--- config.mk ---
export PLATFORM = sky130hd
export DESIGN_NAME = flash_poll_status
export DESIGN_NICKNAME = d
export VERILOG_FILES = /design/src/rtl/flash_poll_pkg.sv /design/src/rtl/poll_op_timer.sv /design/src/rtl/poll_status_reg.sv /design/src/rtl/flash_poll_status.sv
export SDC_FILE = /design/constraint.sdc
export NUM_CORES = 1
export LEC_CHECK = 0
export ABC_AREA = 1
export BUFFER_PORTS_ARGS = -buffer_cell sky130_fd_sc_hd__clkbuf_2
export CORE_MARGIN = 2
export CORE_UTILIZATION = 40
export CTS_CLUSTER_SIZE = 10
export DETAILED_ROUTE_END_ITERATION = 12
export HOLD_SLACK_MARGIN = 0.03
export PLACE_DENSITY_LB_ADDON = 0.15
export SETUP_SLACK_MARGIN = 0.1
export SLEW_MARGIN = 20
export SYNTH_ARGS = -nofsm -noshare
export SYNTH_HDL_FRONTEND = slang
export SYNTH_HIERARCHICAL = 1
export SYNTH_SLANG_ARGS = --single-unit
--- constraint.sdc ---
create_clock -name clk -period 1.6 [get_ports clk]
set_input_delay 0.16 -clock clk [delete_from_list [all_inputs] [get_ports clk]]
set_output_delay 0.16 -clock clk [all_outputs]
set_load 0.05 [all_outputs]
--- src/rtl/flash_poll_pkg.sv ---
// Shared constants and types for the status poller.
// Assumes an 8-bit status byte with the toggle and polling bits at
// the positions a host driver expects.
package flash_poll_pkg;
    localparam int STAT_W   = 8;
    localparam int TGL_BIT  = 6;
    localparam int POLL_BIT = 7;

    typedef enum logic [1:0] {
        OP_IDLE   = 2'd0,
        OP_PROG   = 2'd1,
        OP_SECTOR = 2'd2,
        OP_CHIP   = 2'd3
    } op_kind_e;
endpackage

--- src/rtl/poll_op_timer.sv ---
// Erase duration timer.
// Loads a per-operation cycle count on an accepted start and counts
// down to zero. It flags expiry for one cycle and then stops.
// Assumes both durations are at least one cycle. A start while it is
// running is filtered by the caller.
module poll_op_timer #(
    parameter int CHIP_CYCLES   = 5000,
    parameter int SECTOR_CYCLES = 500
) (
    input  logic clk,
    input  logic rst_n,
    input  logic load_chip,
    input  logic load_sector,
    output logic running,
    output logic expire
);
    localparam int MAX_CYC = (CHIP_CYCLES > SECTOR_CYCLES) ? CHIP_CYCLES : SECTOR_CYCLES;
    localparam int CNT_W   = (MAX_CYC > 1) ? $clog2(MAX_CYC) : 1;
    localparam logic [CNT_W-1:0] CHIP_LOAD   = CNT_W'(CHIP_CYCLES - 1);
    localparam logic [CNT_W-1:0] SECTOR_LOAD = CNT_W'(SECTOR_CYCLES - 1);

    logic [CNT_W-1:0] cnt;
    logic             run_q;

    // Load on start, count down while running, stop after the last cycle.
    always_ff @(posedge clk) begin
        if (!rst_n) begin
            cnt   <= '0;
            run_q <= 1'b0;
        end else if (load_chip) begin
            cnt   <= CHIP_LOAD;
            run_q <= 1'b1;
        end else if (load_sector) begin
            cnt   <= SECTOR_LOAD;
            run_q <= 1'b1;
        end else if (run_q) begin
            if (cnt == '0) begin
                run_q <= 1'b0;
            end else begin
                cnt <= cnt - 1'b1;
            end
        end
    end

    // Expiry is the last running cycle.
    always_comb begin
        running = run_q;
        expire  = run_q && (cnt == '0);
    end


    timer_bound_chk: assert property (@(posedge clk) disable iff (!rst_n)
        run_q |-> (int'(cnt) < MAX_CYC));


    timer_stop_chk: assert property (@(posedge clk) disable iff (!rst_n)
        (expire && !load_chip && !load_sector) |=> !run_q);
endmodule

--- src/rtl/poll_status_reg.sv ---
// Status byte register.
// Clears on an erase start, loads the polling bit from program data,
// inverts the polling bit on erase expiry and flips the toggle bit on
// every host read.
// Assumes the caller never asserts prog_wr and flip_poll together.
module poll_status_reg
    import flash_poll_pkg::*;
(
    input  logic              clk,
    input  logic              rst_n,
    input  logic              clr,
    input  logic              prog_wr,
    input  logic              prog_msb,
    input  logic              flip_poll,
    input  logic              rd,
    output logic [STAT_W-1:0] stat
);
    logic [STAT_W-1:0] stat_nx;

    // Next value: the clear wins; otherwise each bit merges its own events.
    always_comb begin
        stat_nx = stat;
        if (clr) begin
            stat_nx = '0;
        end else begin
            if (prog_wr) begin
                stat_nx[POLL_BIT] = ~prog_msb;
            end else if (flip_poll) begin
                stat_nx[POLL_BIT] = ~stat[POLL_BIT];
            end
            if (rd) begin
                stat_nx[TGL_BIT] = ~stat[TGL_BIT];
            end
        end
    end

    // Register the status byte.
    always_ff @(posedge clk) begin
        if (!rst_n) begin
            stat <= '0;
        end else begin
            stat <= stat_nx;
        end
    end


    toggle_on_read_chk: assert property (@(posedge clk) disable iff (!rst_n)
        (rd && !clr) |=> (stat[TGL_BIT] != $past(stat[TGL_BIT])));


    clear_on_erase_chk: assert property (@(posedge clk) disable iff (!rst_n)
        clr |=> (stat == '0));


    low_bits_hold_chk: assert property (@(posedge clk) disable iff (!rst_n)
        !clr |=> (stat[TGL_BIT-1:0] == $past(stat[TGL_BIT-1:0])));
endmodule

--- src/rtl/flash_poll_status.sv ---
// Flash program/erase status poller, top level.
// Accepts program and erase starts when idle, tracks the current
// command, drives the erase timer and status byte, and issues the
// completion pulse.
// Assumes start pulses are one cycle wide. A program completes at the
// edge after it is accepted.
module flash_poll_status
    import flash_poll_pkg::*;
#(
    parameter int CHIP_CYCLES   = 5000,
    parameter int SECTOR_CYCLES = 500
) (
    input  logic       clk,
    input  logic       rst_n,
    input  logic       prog_start,
    input  logic [7:0] prog_data,
    input  logic       chip_erase_start,
    input  logic       sector_erase_start,
    input  logic       status_rd,
    output logic [7:0] status_q,
    output logic       busy,
    output logic       op_done,
    output logic       cmd_active
);
    op_kind_e cmd_q;
    logic     idle;
    logic     chip_acc;
    logic     sect_acc;
    logic     prog_acc;
    logic     expire;
    logic     running;

    // Accept a start only when no command is current, chip first.
    always_comb begin
        idle     = (cmd_q == OP_IDLE);
        chip_acc = idle && chip_erase_start;
        sect_acc = idle && sector_erase_start && !chip_erase_start;
        prog_acc = idle && prog_start && !chip_erase_start && !sector_erase_start;
    end

    // Track the current command until it completes.
    always_ff @(posedge clk) begin
        if (!rst_n) begin
            cmd_q <= OP_IDLE;
        end else if (chip_acc) begin
            cmd_q <= OP_CHIP;
        end else if (sect_acc) begin
            cmd_q <= OP_SECTOR;
        end else if (prog_acc) begin
            cmd_q <= OP_PROG;
        end else if (cmd_q == OP_PROG || expire) begin
            cmd_q <= OP_IDLE;
        end
    end

    // Completion pulse when a program retires or an erase expires.
    always_ff @(posedge clk) begin
        if (!rst_n) begin
            op_done <= 1'b0;
        end else begin
            op_done <= (cmd_q == OP_PROG) || expire;
        end
    end

    poll_op_timer #(
        .CHIP_CYCLES  (CHIP_CYCLES),
        .SECTOR_CYCLES(SECTOR_CYCLES)
    ) u_timer (
        .clk        (clk),
        .rst_n      (rst_n),
        .load_chip  (chip_acc),
        .load_sector(sect_acc),
        .running    (running),
        .expire     (expire)
    );

    poll_status_reg u_status (
        .clk      (clk),
        .rst_n    (rst_n),
        .clr      (chip_acc || sect_acc),
        .prog_wr  (prog_acc),
        .prog_msb (prog_data[7]),
        .flip_poll(expire),
        .rd       (status_rd),
        .stat     (status_q)
    );

    // Drive the level outputs from the timer and command state.
    always_comb begin
        busy       = running;
        cmd_active = (cmd_q != OP_IDLE);
    end


    done_on_fall_chk: assert property (@(posedge clk) disable iff (!rst_n)
        $fell(busy) |-> op_done);


    done_single_chk: assert property (@(posedge clk) disable iff (!rst_n)
        op_done |=> !op_done);


    busy_source_chk: assert property (@(posedge clk) disable iff (!rst_n)
        $rose(busy) |-> $past(chip_erase_start || sector_erase_start));


    active_cover_chk: assert property (@(posedge clk) disable iff (!rst_n)
        busy |-> cmd_active);


    prog_no_busy_chk: assert property (@(posedge clk) disable iff (!rst_n)
        (cmd_q == OP_PROG) |-> !busy);
endmodule

==> results of run 1 <==
power groups by stage:
stage	Sequential (mW)	Clock [mW]	Combinational, mW
2_1_floorplan	0.622	0	0.528
3_3_place_gp	0.586	0	0.712
3_5_place_dp	0.588	0	0.713
4_1_cts	0.578	0.275	0.728
5_1_grt	0.590	0.289	0.850
6_report	0.582	0.258	0.758
metal layers:
layer | wire (um) | global-route usage [%] | up-vias
met5 | 0 | 0 | -
met4 | 38 | 8.70 | 0
met3 | 127 | 3.20 | 4
met2 | 1250 | 27.6 | 24
met1 | 1310 | 21.5 | 511
li1 | - | - | 669
area by class of cell:
type	instances	area [um2]
Inverter	46	173
Sequential cell	19	387
Fill cell	344	1550
Tap cell	44	55.1
Clock buffer	4	26.3
Timing Repair Buffer	21	130
Multi-Input combinational cell	142	734
cell usage in the layout, fill, tap and decap left out, types with 2 or more instances in the layout:
cell      netlist  layout
dfxtp_1        19      16
dfxtp_2         0       2
buf_4           7      10
nor3_1          3       2
clkbuf_4        0       3
nand2_2         3       4
nand2_1        47      46
nand4_1         7       7
o21ai_0         2       2
nand2_4         2       2
clkbuf_2        0      11
nand3_2         2       3
nor2_4          1       2
nor2_1         32      30
conb_1          1       6
inv_2           5       7
xnor2_1         2       2
nor2_2          3       4
a21oi_1         6       6
nand3_1        20      19
inv_1          41      39
worst reg2reg max path, delay by kind of cell (launching register included):
family / cells / cell delay [ns]
AND/OR/NAND/NOR: 5 / 0.62
flip-flops: 1 / 0.34
adder cells (fa/ha/maj): 1 / 0.16
buffers and inverters: 3 / 0.25
cell families (layout without fill, tap and decap cells):
kind of cell	after synthesis	in the layout	share of synthesized area, %
AO/OA/AOI/OAI	10	10	4.49
XOR/XNOR	3	3	2.05
adder cells (fa/ha/maj)	2	2	1.95
buffers and inverters	54	71	18.4
flip-flops	19	19	29.7
other	1	6	0.292
AND/OR/NAND/NOR	121	121	43.1
what timing repair did:
item | in CTS | in global routing
buffers inserted | 0 | 1
endpoints found under the setup margin | 1 | 15
gates resized for setup | 1 | 12
pin swaps | 0 | 1
worst paths after layout:
path | end | slack [ns] | depth (start not counted)
hold / removal | u_status/stat[6]$_SDFFE_PP0P_ | 0.08 | 3
setup reg to reg | cmd_q[0]$_SDFFE_PN0P_ | 0.12 | 9
setup / recovery | cmd_q[0]$_SDFFE_PN0P_ | 0.12 | 9
hold reg to reg | cmd_q[1]$_SDFFE_PN0P_ | 0.50 | 2
registers in the layout, summed over array words and instances (netlist names):
name and count:
u_status/stat 2, u_timer/cnt 13, cmd_q 2, op_done 1, u_timer/running 1
==> reports/metrics.sh, run 1 <==
OUTCOME='finished clean'
SETUP.WORST_PATH.START_CLASS='flop'
P_INT_mW=0.891
SYNTH-EDFF-COUNT=0
DETAILEDPLACEMENTHPWL_MM=2.12
CLOCK_TREE.HTREE_LEVEL_COUNT=1
VERT_DIE_DIM_UM=60.6
DRC=0
POWER.SHARE.SEQUENTIAL_PCT=36.4
GRT_SETUP_UNREPAIRED='true'
PLACEMENT.IO_BUFFERS=11
ROWS=20
GLOBAL_ROUTE_WIRE_LENGTH_BEFORE_REPAIR_MM=4.58
DIE_AREA_UM2=3680
SYNTH_FF_TYPE='dfxtp_1'
CTS_HOLD_BUF=0
DIEWIDTH_UM=60.6
P_LEAK_nW=0.797
NNETSFINAL=249
SYNTH.DISTINCT_CELLS=24
DRV_CAP=0
SYNTH_AREA_UM2=1280
CTS_TREE='yes'
GRT_REMAINING_OVERFLOW=0
POST_ROUTE_CELLS_DRIVE_ABOVE_1_SHARE_PCT=23.3
POWER-PER-CELL-AREA_nW_PER_UM2=1060
SETUP_VIOL_COUNT_FINAL=0
DRT_FIRST_PASS_ITERS=4
N_ANTENNA_CELL=0
PLACE.DETAILED.INSTANCES=271
TIMING.CRITICAL_PATH.FROM='u_timer/cnt[0]$_SDFFE_PN0P_'
PLACEMENT.SETUP.WORST_SLACK_NS=0.0876
FINAL_UTIL_PCT=49.3
POSTSYNTHAREAPERCELL_UM2=6.11
FP.COREAREA_UM2=3050
INITIAL_UTILIZATION_PCT=42.0
INITIAL_ANTENNA_VIOLATION_COUNT=0
WORST_PATH_MAXIMUM_FANOUT=4
CTSROOTBUFFERMASTER='clkbuf_4'
CRIT_PATH_CELL_TRACE='inv_2 > ha_4 > nand3_2 > nor4_4 > inv_1 > nand3_1 > inv_1 > nor2_1 > nor2_1'
DRT-WIRELENGTH-PER-CELL_UM=9.87
FIN_CRIT_NS=1.48
HOLD_VIOLATIONS=0
WHS_NS=0.0788
CRITICAL_PATH.REG2REG.STARTPOINT='u_timer/cnt[0]$_SDFFE_PN0P_'
ROUTABILITYCONGESTION=0.811
ROUTED-VIA-COUNT=1208
CLOCK_POWER_SHARE_PCT=16.2
TRACK_USAGE_PCT=17.0
REQUIRED_NS=1.81
MAXCLOCKFREQUENCY_GHz=0.677
IOS=25
MAXIMUM_NUMBER_OF_PINS_ON_ONE_NET_BEFORE_GLOBAL_ROUTE_REPAIR=14
SHARE_COMB_OF_TOTAL_POWER_PCT=47.4
POSTLAYOUTSETUPSLACKWORST_NS=0.123
POSTSYNTHCELLCOUNT=210
POSTROUTEWIRELENGTH_MM=2.72
NETSWITCHINGFRACTION_PCT=44.3
TIMING.CRITICAL_PATH.TO_TYPE='flop'
WORST_EP_ARRIVAL_TIME_NS=1.68
VDD_IR_DROP_MAX_uV=453
SYNTH_TOP_CELL_BY_AREA='dfxtp_1'
YS.WARNINGS.COUNT=6
YS_ASYNC_SR_FRACTION_PCT=0
WORST_SKEW_PAIR.LATE_LATENCY_NS=0.31
CLK_PIN_SLEW_NS=0.12
POWER_mW=1.60
CRITPATHBUFINV=3
NUMBER_OF_SINKS_HANDLED_BY_CLOCK_TREE_SYNTHESIS=19
CRITICALPATHCATEGORY='reg2reg'
PROPORTION_OF_SYNTHESIZED_CHIP_AREA_IN_SEQUENTIAL_CELLS_PCT=29.7
FINAL.PERIOD_UTILIZATION_PCT=92.3
ROUTE.DETAILED.VIAS_PER_INST=4.38
CTSLONGESTPATHBUFFERS=2
NETLIST_TOP_CELLS_COUNT='nand2_1, inv_1, nor2_1'
POSTPLACECELLAREA_UM2=1430
HOLDCRITPATHCLASS='in2reg'
SYNTH_TOP_AREA_SHARE_PCT=29.7
POST-SYNTH-TOP-COUNT-CELL='nand2_1'
STDCELL_COUNT=276
DESIGN_AREA_UM2=1510
TIMING.CRITICAL_PATH.SLOWEST_CELL_DELAY_NS=0.34
GRT_PASS1_VIAS=1053
LAYOUT-AREA-OVERHEAD-VS-SYNTH_PCT=17.4
REGISTER_BIT_COUNT_REPORTED_BY_YOSYS=19
CRITICAL-PATH-TOP-DELAY-FAMILY='simple AND/OR/NAND/NOR gates'
SWITCHINGPOWER_mW=0.708
SYNTH.TOP_CELLS.BY_AREA='dfxtp_1, nand2_1, inv_1'
FINALMAXSLEWVIOLATIONS=0
TNS_NS=0
STARTPOINT_OF_THE_WORST_HOLD_PATH='status_rd'
FINAL_ANTENNA_NET_COUNT=0
INITIALDRTVIOLATIONCOUNT=38
SLOWEST_STAGE='dfxtp_2'
WORST_CLOCK_SKEW_NS=0.0123
CTS-BUFFERS-INSERTED=3
Note: power is estimated with default switching activity, not from simulation.
==> inputs of run 2 (changes only) <==
--- a/config.mk
+++ b/config.mk
@@ -8,11 +8,13 @@
 export ABC_AREA = 1
 export BUFFER_PORTS_ARGS = -buffer_cell sky130_fd_sc_hd__clkbuf_2
 export CORE_MARGIN = 2
-export CORE_UTILIZATION = 40
+export CORE_UTILIZATION = 50
+export CTS_CLUSTER_DIAMETER = 200
 export CTS_CLUSTER_SIZE = 10
 export DETAILED_ROUTE_END_ITERATION = 12
 export HOLD_SLACK_MARGIN = 0.03
 export PLACE_DENSITY_LB_ADDON = 0.15
+export RECOVER_POWER = 100
 export SETUP_SLACK_MARGIN = 0.1
 export SLEW_MARGIN = 20
 export SYNTH_ARGS = -nofsm -noshare
==> reports/metrics.sh, run 2 (same netlist as run 1, synthesis figures left out) <==
GRT_SETUP_UNREPAIRED='true'
WORST_PATH_MAXIMUM_FANOUT=8
POWER-PER-CELL-AREA_nW_PER_UM2=1090
DETAILEDPLACEMENTHPWL_MM=2.07
FINALMAXSLEWVIOLATIONS=0
CRITICALPATHCATEGORY='reg2reg'
CRIT_PATH_CELL_TRACE='inv_4 > ha_4 > nand2_2 > nor2_4 > nand2_4 > clkbuf_2 > nand4_1 > nand2_1 > nor2_1 > nor2_1'
INITIAL_UTILIZATION_PCT=52.2
TRACK_USAGE_PCT=20.6
MOSTFREQUENTLAYOUTCELLS='nand2_1, inv_1, nor2_1'
CTS_TREE='yes'
REQUIRED_NS=1.81
GLOBAL_ROUTE_WIRE_LENGTH_BEFORE_REPAIR_MM=4.40
TIMING_WORST_SLEW_PIN_VALUE_NS=0.593
GRT_PASS1_VIAS=1089
ROUTABILITYCONGESTION=0.857
CLOCK_TREE.HTREE_LEVEL_COUNT=1
OUTCOME='finished clean'
WHS_NS=0.0952
CTS_HOLD_BUF=0
CRITICAL-PATH-TOP-DELAY-FAMILY='simple AND/OR/NAND/NOR gates'
HOLD-PATH-CELL-COUNT=3
DIE_AREA_UM2=2990
GLOBAL_ROUTE.USAGE.MET2_PCT=39.9
CRITICAL_PATH.REG2REG.STARTPOINT='u_timer/cnt[0]$_SDFFE_PN0P_'
INITIAL_ANTENNA_VIOLATION_COUNT=0
VDD_IR_DROP_MAX_uV=770
ROUTED-VIA-COUNT=1275
DRT-WIRELENGTH-PER-CELL_UM=10.9
NNETSFINAL=244
FINAL_ANTENNA_NET_COUNT=0
POSTROUTEWIRELENGTH_MM=2.81
HOLD_VIOLATIONS=0
CTS-BUFFERS-INSERTED=3
MAXCLOCKFREQUENCY_GHz=0.677
REG2REGPATHDEPTH=10
CLOCK_POWER_SHARE_PCT=16.0
DRC=0
HOLDCRITPATHCLASS='in2reg'
GLOBALROUTEMET1UTIL_PCT=22.6
INITIALDRTVIOLATIONCOUNT=41
DIEWIDTH_UM=54.6
WORST_R2R_ENDPOINT='u_timer/cnt[4]$_SDFFE_PP0P_'
DRT_FIRST_PASS_ITERS=5
SETUP.WORST_PATH.START_CLASS='flop'
STARTPOINT_OF_THE_WORST_HOLD_PATH='status_rd'
CTSROOTBUFFERMASTER='clkbuf_4'
GRT_MOST_USED_LAYER='met2'
SETUP_VIOL_COUNT_FINAL=0
POST_ROUTE_CELLS_DRIVE_ABOVE_1_SHARE_PCT=20.7
SLEW_HEADROOM_PCT=60.7
TIMING.CRITICAL_PATH.SLOWEST_CELL_DELAY_NS=0.35
TIMING.CRITICAL_PATH.FROM='u_timer/cnt[0]$_SDFFE_PN0P_'
P_INT_mW=0.873
SLOWEST_STAGE='dfxtp_1'
VERT_DIE_DIM_UM=54.6
SHARE_COMB_OF_TOTAL_POWER_PCT=47.4
FIN_CRIT_NS=1.48
CTSLONGESTPATHBUFFERS=2
HOLD_PATH_END='u_status/stat[6]$_SDFFE_PP0P_'
ROUTE.DETAILED.VIAS_PER_INST=4.96
PLACEMENT.IO_BUFFERS=11
WORST_EP_ARRIVAL_TIME_NS=1.68
ROWS=18
NETSWITCHINGFRACTION_PCT=45.9
FINAL_UTIL_PCT=60.0
P_LEAK_nW=0.772
GRT_REMAINING_OVERFLOW=0
CRITPATHBUFINV=2
TNS_NS=0
REG2REG_SETUP_SLACK_NS=0.12
WORST_CLOCK_SKEW_NS=0.00232
MOSTFREQUENTLAYOUTCELL='nand2_1'
POWER.SHARE.SEQUENTIAL_PCT=36.6
DRV_CAP=0
POWER_mW=1.61
TIMING.CRITICAL_PATH.TO_TYPE='flop'
LAYOUT_TOP_REGISTERS='u_timer/cnt (13), cmd_q (2), u_status/stat (2)'
FINAL.PERIOD_UTILIZATION_PCT=92.3
GLOBAL_ROUTE.USAGE.MET3_PCT=3.55
N_ANTENNA_CELL=0
LARGEST_REGISTER='u_timer/cnt'
MAXIMUM_NUMBER_OF_PINS_ON_ONE_NET_BEFORE_GLOBAL_ROUTE_REPAIR=15
NUMBER_OF_SINKS_HANDLED_BY_CLOCK_TREE_SYNTHESIS=19
FP.COREAREA_UM2=2450
WORST_SKEW_PAIR.LATE_LATENCY_NS=0.30
IOS=25
CLK_PIN_SLEW_NS=0.12
CRITPATHMOSTFREQUENTCELL='nor2_1'
MAX_REG_FLOPS=13
LAYOUT-AREA-OVERHEAD-VS-SYNTH_PCT=14.9
SWITCHINGPOWER_mW=0.741
-- run 2: worst max-delay path by stage --
stage / cells past startpoint / end / slack (ns)
3_5_place_dp: 9 / cmd_q[0]$_SDFFE_PN0P_ / 0.06
6_report: 10 / u_timer/cnt[4]$_SDFFE_PP0P_ / 0.12
3_3_place_gp: 9 / cmd_q[0]$_SDFFE_PN0P_ / 0.11
5_1_grt: 9 / u_timer/cnt[4]$_SDFFE_PP0P_ / 0.03
2_1_floorplan: 8 / cmd_q[0]$_SDFFE_PN0P_ / 0.15
4_1_cts: 7 / u_timer/cnt[1]$_SDFFE_PN0P_ / 0.12
-- run 2: worst reg2reg max path, cell delays in order (launching register included) --
cell	delay (ns)
dfxtp_1	0.35
inv_4	0.08
ha_4	0.15
nand2_2	0.07
nor2_4	0.13
nand2_4	0.10
clkbuf_2	0.17
nand4_1	0.08
nand2_1	0.06
nor2_1	0.12
nor2_1	0.06
-- run 2: cell type report --
cell class | count | area (um2)
fill | 240 | 981
tap | 30 | 37.5
sequential | 19 | 387
multi-input combinational | 143 | 769
inverter | 46 | 178
timing repair buffer | 15 | 76.3
clock buffer | 4 | 26.3
-- run 2: power groups by stage --
stage / Clock, mW / Combinational, mW / Sequential (mW)
final: 0.258 / 0.765 / 0.591
after global routing: 0.279 / 0.851 / 0.598
after CTS: 0.262 / 0.706 / 0.581
after detailed placement: 0 / 0.677 / 0.592
after global placement: 0 / 0.659 / 0.589
after floorplan: 0 / 0.528 / 0.622
-- run 2: what timing repair did --
action | 4_1_cts | 5_1_grt
setup endpoints to repair | 9 | 11
cloned | 1 | 0
pin swaps | 1 | 3
resized for setup | 5 | 18
buffers inserted | 0 | 1
-- run 2: layer usage --
| metal | part of all wire [%] | up-vias | wire, um |
|---|---|---|---|
| li1 | - | 662 | - |
| met1 | 40 | 565 | 1120 |
| met2 | 53 | 40 | 1500 |
| met3 | 4.8 | 8 | 136 |
| met4 | 1.9 | 0 | 54 |
| met5 | 0 | - | 0 |
-- run 2: through the flow --
step,worst slack (ns),cell area (um2),instances
5_1_grt,0.0309,1470,257
4_1_cts,0.119,1420,256
3_5_place_dp,0.0559,1360,251
6_report,0.124,1470,257
2_1_floorplan,0.148,1310,215
3_3_place_gp,0.109,1360,251
==> inputs of run 3 (changes only) <==
--- a/config.mk
+++ b/config.mk
@@ -5,7 +5,7 @@
 export SDC_FILE = /design/constraint.sdc
 export NUM_CORES = 1
 export LEC_CHECK = 0
-export ABC_AREA = 1
+export ABC_AREA = 0
 export BUFFER_PORTS_ARGS = -buffer_cell sky130_fd_sc_hd__clkbuf_2
 export CORE_MARGIN = 2
 export CORE_UTILIZATION = 50
==> reports/metrics.sh, run 3 <==
TNS_NS=-3.05
ROUTABILITYCONGESTION=0.866
CTS-BUFFERS-INSERTED=3
NNETSFINAL=194
SETUP_VIOL_COUNT_FINAL=18
GRT_REMAINING_OVERFLOW=0
REQUIRED_NS=1.84
IOS=25
HOLD_VIOLATIONS=0
POST-SYNTH-TOP-COUNT-CELL='dfxtp_1'
N_ANTENNA_CELL=0
CRITICAL-PATH-TOP-DELAY-FAMILY='simple AND/OR/NAND/NOR gates'
VERT_DIE_DIM_UM=51.3
FIN_CRIT_NS=1.87
CLOCK_TREE.HTREE_LEVEL_COUNT=1
DIE_AREA_UM2=2630
SYNTH_TOP_AREA_SHARE_PCT=34.0
ROUTE.DETAILED.VIAS_PER_INST=6.13
LARGEST_REGISTER='u_timer/cnt'
POST_ROUTE_CELLS_DRIVE_ABOVE_1_SHARE_PCT=55.4
FINALMAXSLEWVIOLATIONS=0
PROPORTION_OF_SYNTHESIZED_CHIP_AREA_IN_SEQUENTIAL_CELLS_PCT=34.0
CRITICALPATHCATEGORY='reg2reg'
FF_LATCH_AREA_UM2=390
CTSLONGESTPATHBUFFERS=2
GRT_PASS1_VIAS=1204
WORST_EP_ARRIVAL_TIME_NS=2.11
MOSTFREQUENTLAYOUTCELL='buf_4'
OUTCOME='finished with violations'
MAXIMUM_NUMBER_OF_PINS_ON_ONE_NET_BEFORE_GLOBAL_ROUTE_REPAIR=14
LAYOUT_TOP_REGISTERS='u_timer/cnt (13), cmd_q (2), u_status/stat (2)'
TRACK_USAGE_PCT=27.8
PLACEMENT.SETUP.WORST_SLACK_NS=-0.247
INITIAL_UTILIZATION_PCT=51.6
LAYOUT.FILLER_CELLS=131
HOLDCRITPATHCLASS='in2reg'
P_LEAK_nW=0.726
SLOWEST_STAGE='or4b_4'
SYNTH.TOP_CELLS.BY_AREA='dfxtp_1, buf_4, inv_1'
NUMBER_OF_SINKS_HANDLED_BY_CLOCK_TREE_SYNTHESIS=19
POSTSYNTHAREAPERCELL_UM2=9.03
SETUP.WORST_PATH.START_CLASS='flop'
WORST_PATH_MAXIMUM_FANOUT=2
GRT_SETUP_UNREPAIRED='true'
POSTROUTEWIRELENGTH_MM=4.02
MAXCLOCKFREQUENCY_GHz=0.536
LAYOUT-AREA-OVERHEAD-VS-SYNTH_PCT=55.9
SYNTH_AREA_UM2=1120
DESIGN_AREA_UM2=1750
AREA_TAKEN_BY_MULTI_INPUT_LOGIC_GATES_UM2=838
PLACEMENT.IO_BUFFERS=11
POSTLAYOUTSETUPSLACKWORST_NS=-0.266
CTS_TREE='yes'
VDD_IR_DROP_MAX_uV=854
DETAILEDPLACEMENTHPWL_MM=2.18
FINAL.PERIOD_UTILIZATION_PCT=117
DRC=0
SYNTH-EDFF-COUNT=0
INITIALDRTVIOLATIONCOUNT=51
CRITPATHBUFINV=2
TIMING.CRITICAL_PATH.TO_TYPE='flop'
DRV_CAP=0
WORST_SKEW_PAIR.LATE_LATENCY_NS=0.29
SYNTH.DISTINCT_CELLS=50
MOSTFREQUENTLAYOUTCELLS='buf_4, dfxtp_1, inv_1'
SYNTH_TOP_CELL_BY_AREA='dfxtp_1'
YS_ASYNC_SR_FRACTION_PCT=0
INITIAL_ANTENNA_VIOLATION_COUNT=0
SYNTH_FF_TYPE='dfxtp_1'
CLK_PIN_SLEW_NS=0.12
MAX_REG_FLOPS=13
ROUTED-VIA-COUNT=1257
REGISTER_BIT_COUNT_REPORTED_BY_YOSYS=19
VIOLATIONS='setup timing'
SLEW_HEADROOM_PCT=61.0
POSTPLACECELLAREA_UM2=1460
PLACE.DETAILED.INSTANCES=190
GLOBAL_ROUTE_WIRE_LENGTH_BEFORE_REPAIR_MM=5.42
STDCELL_COUNT=205
ROWS=17
CRIT_PATH_CELL_TRACE='inv_2 > ha_4 > or4b_4 > buf_4 > nor3_4 > xor2_1 > o2111a_1'
CTSROOTBUFFERMASTER='clkbuf_4'
CTS_HOLD_BUF=0
POWER-PER-CELL-AREA_nW_PER_UM2=1160
DRT-WIRELENGTH-PER-CELL_UM=19.6
TIMING_WORST_SLEW_PIN_VALUE_NS=0.588
FINAL_ANTENNA_NET_COUNT=0
NETLIST_TOP_CELLS_COUNT='dfxtp_1, inv_1, nor2_1'
WORST_CLOCK_SKEW_NS=0.00404
DRT_FIRST_PASS_ITERS=4
FP.COREAREA_UM2=2170
DIEWIDTH_UM=51.3
POSTSYNTHCELLCOUNT=124
YS.WARNINGS.COUNT=6
TIMING.CRITICAL_PATH.SLOWEST_CELL_DELAY_NS=0.49
==> run 3: per-layer routing <==
layer	track usage (%)	up-vias	wire, um
li1	-	551	-
met1	31.6	608	1520
met2	47.8	76	2010
met3	6.73	22	281
met4	14.5	0	208
met5	0	-	0
==> run 3: what timing repair did <==
action | in CTS | in global routing
endpoints found under the setup margin | 19 | 19
gates resized for setup | 20 | 18
buffers inserted | 5 | 6
pin swaps | 14 | 8
==> run 3: cell type report <==
| type | count | share of cell area (%) |
|---|---|---|
| Multi-Input combinational cell | 89 | 48.0 |
| Timing Repair Buffer | 54 | 23.7 |
| Sequential cell | 19 | 22.4 |
| Inverter | 11 | 2.37 |
| Tap cell | 28 | 2.01 |
| Clock buffer | 3 | 1.29 |
| Clock inverter | 1 | 0.287 |
==> run 3: path summary, 6_finish.rpt <==
kind                               startpoint                            end  slack, ns  cells past startpoint
setup / recovery  u_timer/cnt[1]$_SDFFE_PN0P_  u_status/stat[7]$_SDFFE_PP0P_      -0.27                      7
hold / removal                   prog_data[7]  u_status/stat[7]$_SDFFE_PP0P_       0.17                      3
setup reg to reg  u_timer/cnt[1]$_SDFFE_PN0P_  u_status/stat[7]$_SDFFE_PP0P_      -0.27                      7
hold reg to reg         cmd_q[0]$_SDFFE_PN0P_             op_done$_SDFF_PN0_       0.53                      2
==> run 3: cells by family (layout without fill, tap and decap cells) <==
logic type                 Yosys count  in the layout  synth area share [%]
buffers and inverters               21             69                  10.5
other                                1              6                 0.335
AOI/OAI and AO/OA                   31             31                  22.9
adders and majority gates            2              2                  2.23
xor gates and xnor gates             6              6                  4.69
and+or+nand+nor                     44             44                  25.4
DFF                                 19             19                  34.0
==> run 3: metrics by stage <==
stage / hold slack, ns / power (mW) / utilization (%)
global placement: 0.447 / 1.41 / 67.2
CTS: 0.126 / 1.81 / 74.3
detailed placement: 0.461 / 1.43 / 67.2
finish: 0.168 / 2.03 / 80.4
global route: 0.169 / 2.12 / 80.4
floorplan: 0.277 / 1.16 / -
==> run 3: report_power, final <==
group,leakage [nW],internal (mW),switching [mW]
clock network,0.0177,0.0929,0.153
logic,0.549,0.540,0.640
registers,0.159,0.542,0.0592
total,0.726,1.17,0.852
==> run 3: tightest hold or removal path: cells and delay by family <==
family | cells | cell delay [ns]
AO/OA/AOI/OAI | 1 | 0.14
buffers and inverters | 1 | 0.07
AND/OR/NAND/NOR | 1 | 0.05
